`src/rtl/lpc_target_pkg.sv`:
```
package lpc_target_pkg;
  typedef enum logic [3:0] {
    ST_IDLE, ST_CTYPE, ST_ADDR, ST_WDATA, ST_HTAR,
    ST_SYNC, ST_RDATA, ST_TTAR1, ST_TTAR2
  } lpc_state_e;

  localparam logic [3:0] LAD_START  = 4'h0;
  localparam logic [3:0] SYNC_READY = 4'h0;
  localparam logic [3:0] SYNC_LWAIT = 4'h6;
  localparam logic [3:0] LAD_TAR    = 4'hF;
  localparam logic [1:0] CT_IO      = 2'b00;
  localparam logic [1:0] CT_MEM     = 2'b01;
endpackage

```
`src/rtl/lpc_reg_stub.sv`:
```
module lpc_reg_stub #(
  parameter int DEPTH     = 16,
  parameter int LAT_BASE  = 2,
  parameter int LAT_SEL_W = 3,
  localparam int IDX_W    = $clog2(DEPTH),
  localparam int CNT_W    = $clog2(LAT_BASE + (1 << LAT_SEL_W))
) (
  input  logic             clk_i,
  input  logic             rst_ni,
  input  logic             req_i,
  input  logic             we_i,
  input  logic [IDX_W-1:0] addr_i,
  input  logic [7:0]       wdata_i,
  output logic             ack_o,
  output logic [7:0]       rdata_o
);
  logic [7:0]       mem_q [DEPTH];
  logic             busy_q, we_q;
  logic [CNT_W-1:0] cnt_q;
  logic [IDX_W-1:0] idx_q;
  logic [7:0]       wd_q;

  assign ack_o   = busy_q && (cnt_q == '0);
  assign rdata_o = mem_q[idx_q];

  always_ff @(posedge clk_i or negedge rst_ni) begin
    if (!rst_ni) begin
      busy_q <= 1'b0;
      we_q   <= 1'b0;
      cnt_q  <= '0;
      idx_q  <= '0;
      wd_q   <= '0;
      for (int i = 0; i < DEPTH; i++) mem_q[i] <= '0;
    end else if (req_i) begin
      // a new request cancels any leftover one from an aborted cycle
      busy_q <= 1'b1;
      we_q   <= we_i;
      idx_q  <= addr_i;
      wd_q   <= wdata_i;
      cnt_q  <= CNT_W'(LAT_BASE) + CNT_W'(addr_i[LAT_SEL_W-1:0]);
    end else if (ack_o) begin
      busy_q <= 1'b0;
      if (we_q) mem_q[idx_q] <= wd_q;
    end else if (busy_q) begin
      cnt_q <= cnt_q - 1'b1;
    end
  end

  assert_ack_pulse_R3: assert property (@(posedge clk_i) disable iff (!rst_ni)
    ack_o |=> !ack_o);
endmodule

```
`src/rtl/lpc_cycle_fsm.sv`:
```
module lpc_cycle_fsm
  import lpc_target_pkg::*;
#(
  parameter int ADDR_W   = 4,
  parameter int MIN_WAIT = 2,
  parameter int MAX_WAIT = 8,
  localparam int WCNT_W  = $clog2(MAX_WAIT + 1)
) (
  input  logic              clk_i,
  input  logic              rst_ni,
  input  logic              lframe_ni,
  input  logic [3:0]        lad_i,
  input  logic              lpcpd_ni,
  output logic [3:0]        lad_o,
  output logic              lad_oe_o,
  output logic              req_o,
  output logic              we_o,
  output logic [ADDR_W-1:0] addr_o,
  output logic [7:0]        wdata_o,
  input  logic              ack_i,
  input  logic [7:0]        rdata_i
);
  lpc_state_e        state_q, state_d;
  logic [2:0]        nib_q, nib_d;
  logic              wr_q, wr_d, done_q, done_d;
  logic [ADDR_W-1:0] addr_q, addr_d;
  logic [7:0]        data_q, data_d;
  logic [WCNT_W-1:0] wait_q, wait_d;
  logic              ready_c;

  assign ready_c = (ack_i || done_q) && (wait_q >= WCNT_W'(MIN_WAIT));

  always_comb begin
    state_d = state_q;
    nib_d   = nib_q;
    wr_d    = wr_q;
    done_d  = done_q;
    addr_d  = addr_q;
    data_d  = data_q;
    wait_d  = wait_q;
    if (!lpcpd_ni) begin
      state_d = ST_IDLE;
    end else if (!lframe_ni) begin
      state_d = (lad_i == LAD_START) ? ST_CTYPE : ST_IDLE;
    end else begin
      unique case (state_q)
        ST_CTYPE: begin
          wr_d   = lad_i[1];
          addr_d = '0;
          if (lad_i[3:2] == CT_IO) begin
            nib_d = 3'd3;  state_d = ST_ADDR;
          end else if (lad_i[3:2] == CT_MEM) begin
            nib_d = 3'd7;  state_d = ST_ADDR;
          end else begin
            state_d = ST_IDLE;
          end
        end
        ST_ADDR: begin
          addr_d = ADDR_W'({addr_q, lad_i});
          if (nib_q == 3'd0) begin
            state_d = wr_q ? ST_WDATA : ST_HTAR;
          end else begin
            nib_d = nib_q - 3'd1;
          end
        end
        ST_WDATA: begin
          if (nib_q == 3'd0) begin
            data_d[3:0] = lad_i;  nib_d = 3'd1;
          end else begin
            data_d[7:4] = lad_i;  nib_d = 3'd0;  state_d = ST_HTAR;
          end
        end
        ST_HTAR: begin
          done_d = 1'b0;
          wait_d = '0;
          if (nib_q == 3'd0) nib_d = 3'd1;
          else begin
            nib_d = 3'd0;  state_d = ST_SYNC;
          end
        end
        ST_SYNC: begin
          if (ack_i) begin
            done_d = 1'b1;
            if (!wr_q) data_d = rdata_i;
          end
          if (ready_c) state_d = wr_q ? ST_TTAR1 : ST_RDATA;
          else wait_d = wait_q + 1'b1;
        end
        ST_RDATA: begin
          if (nib_q == 3'd0) nib_d = 3'd1;
          else begin
            nib_d = 3'd0;  state_d = ST_TTAR1;
          end
        end
        ST_TTAR1: state_d = ST_TTAR2;
        ST_TTAR2: state_d = ST_IDLE;
        default:  state_d = ST_IDLE;
      endcase
    end
  end

  always_ff @(posedge clk_i or negedge rst_ni) begin
    if (!rst_ni) begin
      state_q <= ST_IDLE;
      nib_q   <= '0;
      wr_q    <= 1'b0;
      done_q  <= 1'b0;
      addr_q  <= '0;
      data_q  <= '0;
      wait_q  <= '0;
    end else begin
      state_q <= state_d;
      nib_q   <= nib_d;
      wr_q    <= wr_d;
      done_q  <= done_d;
      addr_q  <= addr_d;
      data_q  <= data_d;
      wait_q  <= wait_d;
    end
  end

  always_comb begin
    lad_oe_o = 1'b0;
    lad_o    = LAD_TAR;
    unique case (state_q)
      ST_SYNC: begin
        lad_oe_o = 1'b1;
        lad_o    = ready_c ? SYNC_READY : SYNC_LWAIT;
      end
      ST_RDATA: begin
        lad_oe_o = 1'b1;
        lad_o    = nib_q[0] ? data_q[7:4] : data_q[3:0];
      end
      ST_TTAR1: lad_oe_o = 1'b1;
      default: ;
    endcase
  end

  assign req_o   = (state_q == ST_HTAR) && (nib_q == 3'd0);
  assign we_o    = wr_q;
  assign addr_o  = addr_q;
  assign wdata_o = data_q;

  assert_first_wait_R3: assert property (@(posedge clk_i) disable iff (!rst_ni)
    (state_q == ST_SYNC && $past(state_q) == ST_HTAR) |-> lad_o == SYNC_LWAIT);
  assert_second_wait_R3: assert property (@(posedge clk_i) disable iff (!rst_ni)
    (state_q == ST_SYNC && $past(state_q) == ST_SYNC && $past(state_q, 2) == ST_HTAR)
      |-> lad_o == SYNC_LWAIT);
  assert_wait_cap_R4: assert property (@(posedge clk_i) disable iff (!rst_ni)
    (state_q == ST_SYNC) |-> wait_q <= WCNT_W'(MAX_WAIT));
  assert_sync_code_R4: assert property (@(posedge clk_i) disable iff (!rst_ni)
    (state_q == ST_SYNC) |-> (lad_o == SYNC_LWAIT || lad_o == SYNC_READY));
  assert_abort_release_R7: assert property (@(posedge clk_i) disable iff (!rst_ni)
    (lpcpd_ni && !lframe_ni && lad_i != LAD_START) |=> !lad_oe_o);
  assert_pd_quiet_R9: assert property (@(posedge clk_i) disable iff (!rst_ni)
    !lpcpd_ni |=> !lad_oe_o);
endmodule

```
`src/rtl/lpc_target.sv`:
```
module lpc_target #(
  parameter int DEPTH     = 16,
  parameter int MIN_WAIT  = 2,
  parameter int MAX_WAIT  = 8,
  parameter int LAT_BASE  = 2,
  parameter int LAT_SEL_W = 3
) (
  input  logic       clk_i,
  input  logic       rst_ni,
  input  logic       lframe_ni,
  input  logic [3:0] lad_i,
  input  logic       lpcpd_ni,
  output logic [3:0] lad_o,
  output logic       lad_oe_o
);
  localparam int IDX_W = $clog2(DEPTH);

  logic             req, we, ack;
  logic [IDX_W-1:0] addr;
  logic [7:0]       wdata, rdata;

  lpc_cycle_fsm #(
    .ADDR_W(IDX_W), .MIN_WAIT(MIN_WAIT), .MAX_WAIT(MAX_WAIT)
  ) u_fsm (
    .clk_i, .rst_ni, .lframe_ni, .lad_i, .lpcpd_ni,
    .lad_o, .lad_oe_o,
    .req_o(req), .we_o(we), .addr_o(addr), .wdata_o(wdata),
    .ack_i(ack), .rdata_i(rdata)
  );

  lpc_reg_stub #(
    .DEPTH(DEPTH), .LAT_BASE(LAT_BASE), .LAT_SEL_W(LAT_SEL_W)
  ) u_regs (
    .clk_i, .rst_ni,
    .req_i(req), .we_i(we), .addr_i(addr), .wdata_i(wdata),
    .ack_o(ack), .rdata_o(rdata)
  );
endmodule

```
`config.mk`:
```
export PLATFORM = sky130hd
export DESIGN_NAME = lpc_target
export DESIGN_NICKNAME = d
export VERILOG_FILES = /design/src/rtl/lpc_target_pkg.sv /design/src/rtl/lpc_reg_stub.sv /design/src/rtl/lpc_cycle_fsm.sv /design/src/rtl/lpc_target.sv
export SDC_FILE = /design/constraint.sdc
export NUM_CORES = 1
export LEC_CHECK = 0
export BUFFER_PORTS_ARGS = -buffer_cell sky130_fd_sc_hd__clkbuf_2
export CORE_MARGIN = 8
export CORE_UTILIZATION = 45
export DETAILED_ROUTE_END_ITERATION = 7
export GPL_TIMING_DRIVEN = 0
export PLACE_DENSITY = 0.57
export SLEW_MARGIN = 20
export SYNTH_ARGS = -nofsm -noshare
export SYNTH_HDL_FRONTEND = slang
export SYNTH_SLANG_ARGS = --single-unit
```
`constraint.sdc`:
```
create_clock -name clk_i -period 3.3 [get_ports clk_i]
set_clock_uncertainty 0.05 [all_clocks]
set_input_delay 0.33 -clock clk_i [delete_from_list [all_inputs] [get_ports clk_i]]
set_output_delay 0.33 -clock clk_i [all_outputs]
set_load 0.01 [all_outputs]
```
==> summary.md <==
| Metric | Value |
|---|---|
| Reg clk slew, reported paths | 0.07 ns |
| DRT Wirelength | 19500 um |
| Count of different cell masters after synthesis | 58 |
| Syn avg cell area | 13.3 um2 |
| Die width | 151 um |
| Async SR Flop Fraction | 100% |
| IO buf count | 12 |
| YS warnings | 0 |
| DR pass1 iterations | 7 |
| Avg WL per Cell | 21.7 um |
| Startpoint types | register |
| Worst slew pin tran | 0.887 ns |
| # clock sinks | 171 |
| Fin area | 0.00926 mm2 |
| Final Wtd Congestion | 0.915 |
| Syn-to-layout area delta | 12.1% |
| Most frequent cells in the layout | dfrtp_1 (171), mux2_2 (105), nand2_1 (53) |
| Largest net degree at the start of global routing | 88 |
| Layout cell share with drive strength beyond 1 | 33.9% |
| CTS tree | done |
| Clock latency on the worst-skew pair | 0.44 ns |
| Cells after DPL | 865 |
| Total chip power | 4580 uW |
| Final Setup Violations | 0 |
| Via count | 5228 |
| Max-slew violation total from the final report | 0 |
| Switching power of the nets | 1130 uW |
| Clock buffer depth | 2 |
| Final hold slack | 0.103 ns |
| CTS Hold Bufs | 1 |
| P per Cell Area | 495 mW/mm2 |
| Gate Count Post-Synth | 623 |
| Vias in the first global route | 5586 |
| VDD IR-drop max | 0.351 mV |
| Vert. Die Dim | 151 um |
| Clock power share | 44.8% |
| HP Class | in2reg |
| Critical path required time | 3.57 ns |
| Worst Reg-to-Reg Cells | 10 |
| Total GRT Usage | 18.5% |
| Global-route wire length before repair | 31700 um |
| Vias per Instance | 5.82 |
| Crit path max fanout | 9 |
| Worst rel slew slack | 40.9% |
| CP Class | reg2reg |
| Top_reg_cell synth | dfrtp_1 |
| Slowest Stage Delay on Critical Path | 0.65 ns |
| DRC Markers | 0 |
| Postcts setup bufs | 0 |
| Gr ovfl total | 0 |
| Sw frac | 24.7% |
| Die area | 0.0229 mm2 |
| Floorplan row count | 49 |
| CP Capture Type | register |
| Fin cells | 898 |
| Io pins | 13 |
| Part of the power in registers | 48.2% |
| Area of the mapped netlist | 0.00826 mm2 |
| Detailed Place HPWL | 13800 um |
| Logic pwr share | 6.9% |
| Initial antenna violation count | 0 |
| Critical-path top delay cell | nor4_4 |
| Core Region | 0.0180 mm2 |
| Hold depth | 3 |
| RSZ-0062 raised after global routing | false |
| Final period utilization | 90.9% |
| CTS buffer count | 17 |
| H-Tree Depth | 4 |
| Commonest non-fill, non-tap cell in the layout | dfrtp_1 |
| Critical-path cell list | clkbuf_1 -> inv_1 -> ha_1 -> nand2b_1 -> buf_2 -> or4_1 -> buf_4 -> nand2_8 -> nor4_4 -> mux2_2 |
| N_diodes | 0 |
| Minimum clock period | 3.00 ns |
| Fin. Hold Viols | 0 |
| Post-synth EDFFs | 0 |
| DR iter-0 viols | 326 |
| Routed Antenna Nets | 0 |
| Syn_nets | 638 |
| Placed inst area | 0.00864 mm2 |
| Crit path DAT | 3.27 ns |
| Max cap viols | 0 |
| Leak Pwr | 0.00429 uW |
| Synth Register Bits | 171 |
| Outcome | finished, final reports clean |
| Int Pwr | 3450 uW |
| Final nets | 671 |
| FMAX | 333 MHz |
| Initial Util | 46.0% |
| Root Buffer | clkbuf_16 |
| Register area share after synthesis | 51.8% |
| Resized Gates After CTS | 0 |
==> metal layers <==
layer / vias to the layer above / routed length [um] / track usage [%]
met2: 116 / 9510 / 29.9
met5: - / 0 / 0
met1: 2735 / 8770 / 24.5
met4: 0 / 390 / 7.17
li1: 2350 / - / -
met3: 27 / 794 / 3.30
==> final cells by class <==
class	count	area, um2
buffer	41	189
clock buffer	19	453
clock inverter	13	155
fill	1523	8700
inverter	16	60.1
multi-input combinational	395	3730
sequential	171	4280
tap	229	287
timing repair buffer	14	106
==> synth_stat cells, types with 8 or more instances <==
cell | instances | area share [%]
mux2_1 | 17 | 2.3
o22ai_1 | 17 | 1.3
nor2_1 | 17 | 0.77
a21oi_1 | 9 | 0.55
clkbuf_1 | 22 | 1.0
nand2b_1 | 8 | 0.61
mux2_2 | 105 | 14
nor2b_1 | 8 | 0.61
o21ai_0 | 20 | 1.2
inv_1 | 16 | 0.73
dfrtp_1 | 171 | 52
mux4_2 | 32 | 8.7
nand2_1 | 53 | 2.4
buf_2 | 10 | 0.61
==> final timing paths <==
check | startpoint | to | slack (ns)
hold / removal | lpcpd_ni | u_fsm.state_q[0] | 0.10
setup reg to reg | u_fsm.nib_q[0] | u_regs.mem_q[61] | 0.30
max in group asynchronous | rst_ni | u_regs.mem_q[13] | 1.90
hold reg to reg | u_regs.mem_q[106] | u_regs.mem_q[106] | 0.44
setup / recovery | u_fsm.nib_q[0] | u_regs.mem_q[61] | 0.30
min in group asynchronous | rst_ni | u_fsm.nib_q[1] | 0.44
==> sequential cells by signal, summed over array words and instances, names as in the netlist <==
register	flops
u_regs.idx_q	4
u_regs.busy_q	1
u_regs.mem_q	128
u_fsm.done_q	1
u_regs.wd_q	8
u_fsm.we_o	1
u_fsm.wait_q	4
u_fsm.wdata_o	8
u_fsm.addr_o	4
u_fsm.nib_q	3
u_regs.we_q	1
u_fsm.state_q	4
u_regs.cnt_q	4
==> power by group through the flow <==
stage,Sequential (uW),Clock (uW),Combinational [uW]
after floorplan,2230,0,208
after global placement,2250,0,308
after detailed placement,2250,0,323
after CTS,2210,2100,325
after global routing,2220,2190,367
final,2210,2050,318
==> worst max-delay path, delay by kind of cell, from the launching register on <==
kind,cells,cell delay [ns]
buf+inv,4,0.87
flops,1,0.32
mux,1,0.41
simple gates,4,0.99
fa+ha+maj,1,0.23
==> logic make-up (layout without fill, tap and decap cells) <==
group	after synthesis	in the layout	share of synthesized area (%)
DFF	171	171	51.8
AOI/OAI and AO/OA	80	80	6.59
xor gates and xnor gates	3	3	0.318
and+or+nand+nor	142	142	10.3
muxes	163	163	26.9
buffers and inverters	57	103	3.01
adders and majority gates	7	7	1.06
==> stage by stage <==
step,TNS [ns],util [%],worst slack (ns)
6_report,0,51.6,0.300
5_1_grt,0,51.6,0.0788
4_1_cts,0,51.6,0.263
3_5_place_dp,0,48.1,0.288
3_3_place_gp,-186.21,47.9,-1.10
2_1_floorplan,0,-,0.854
No activity file was read; power rests on OpenSTA's default activity.
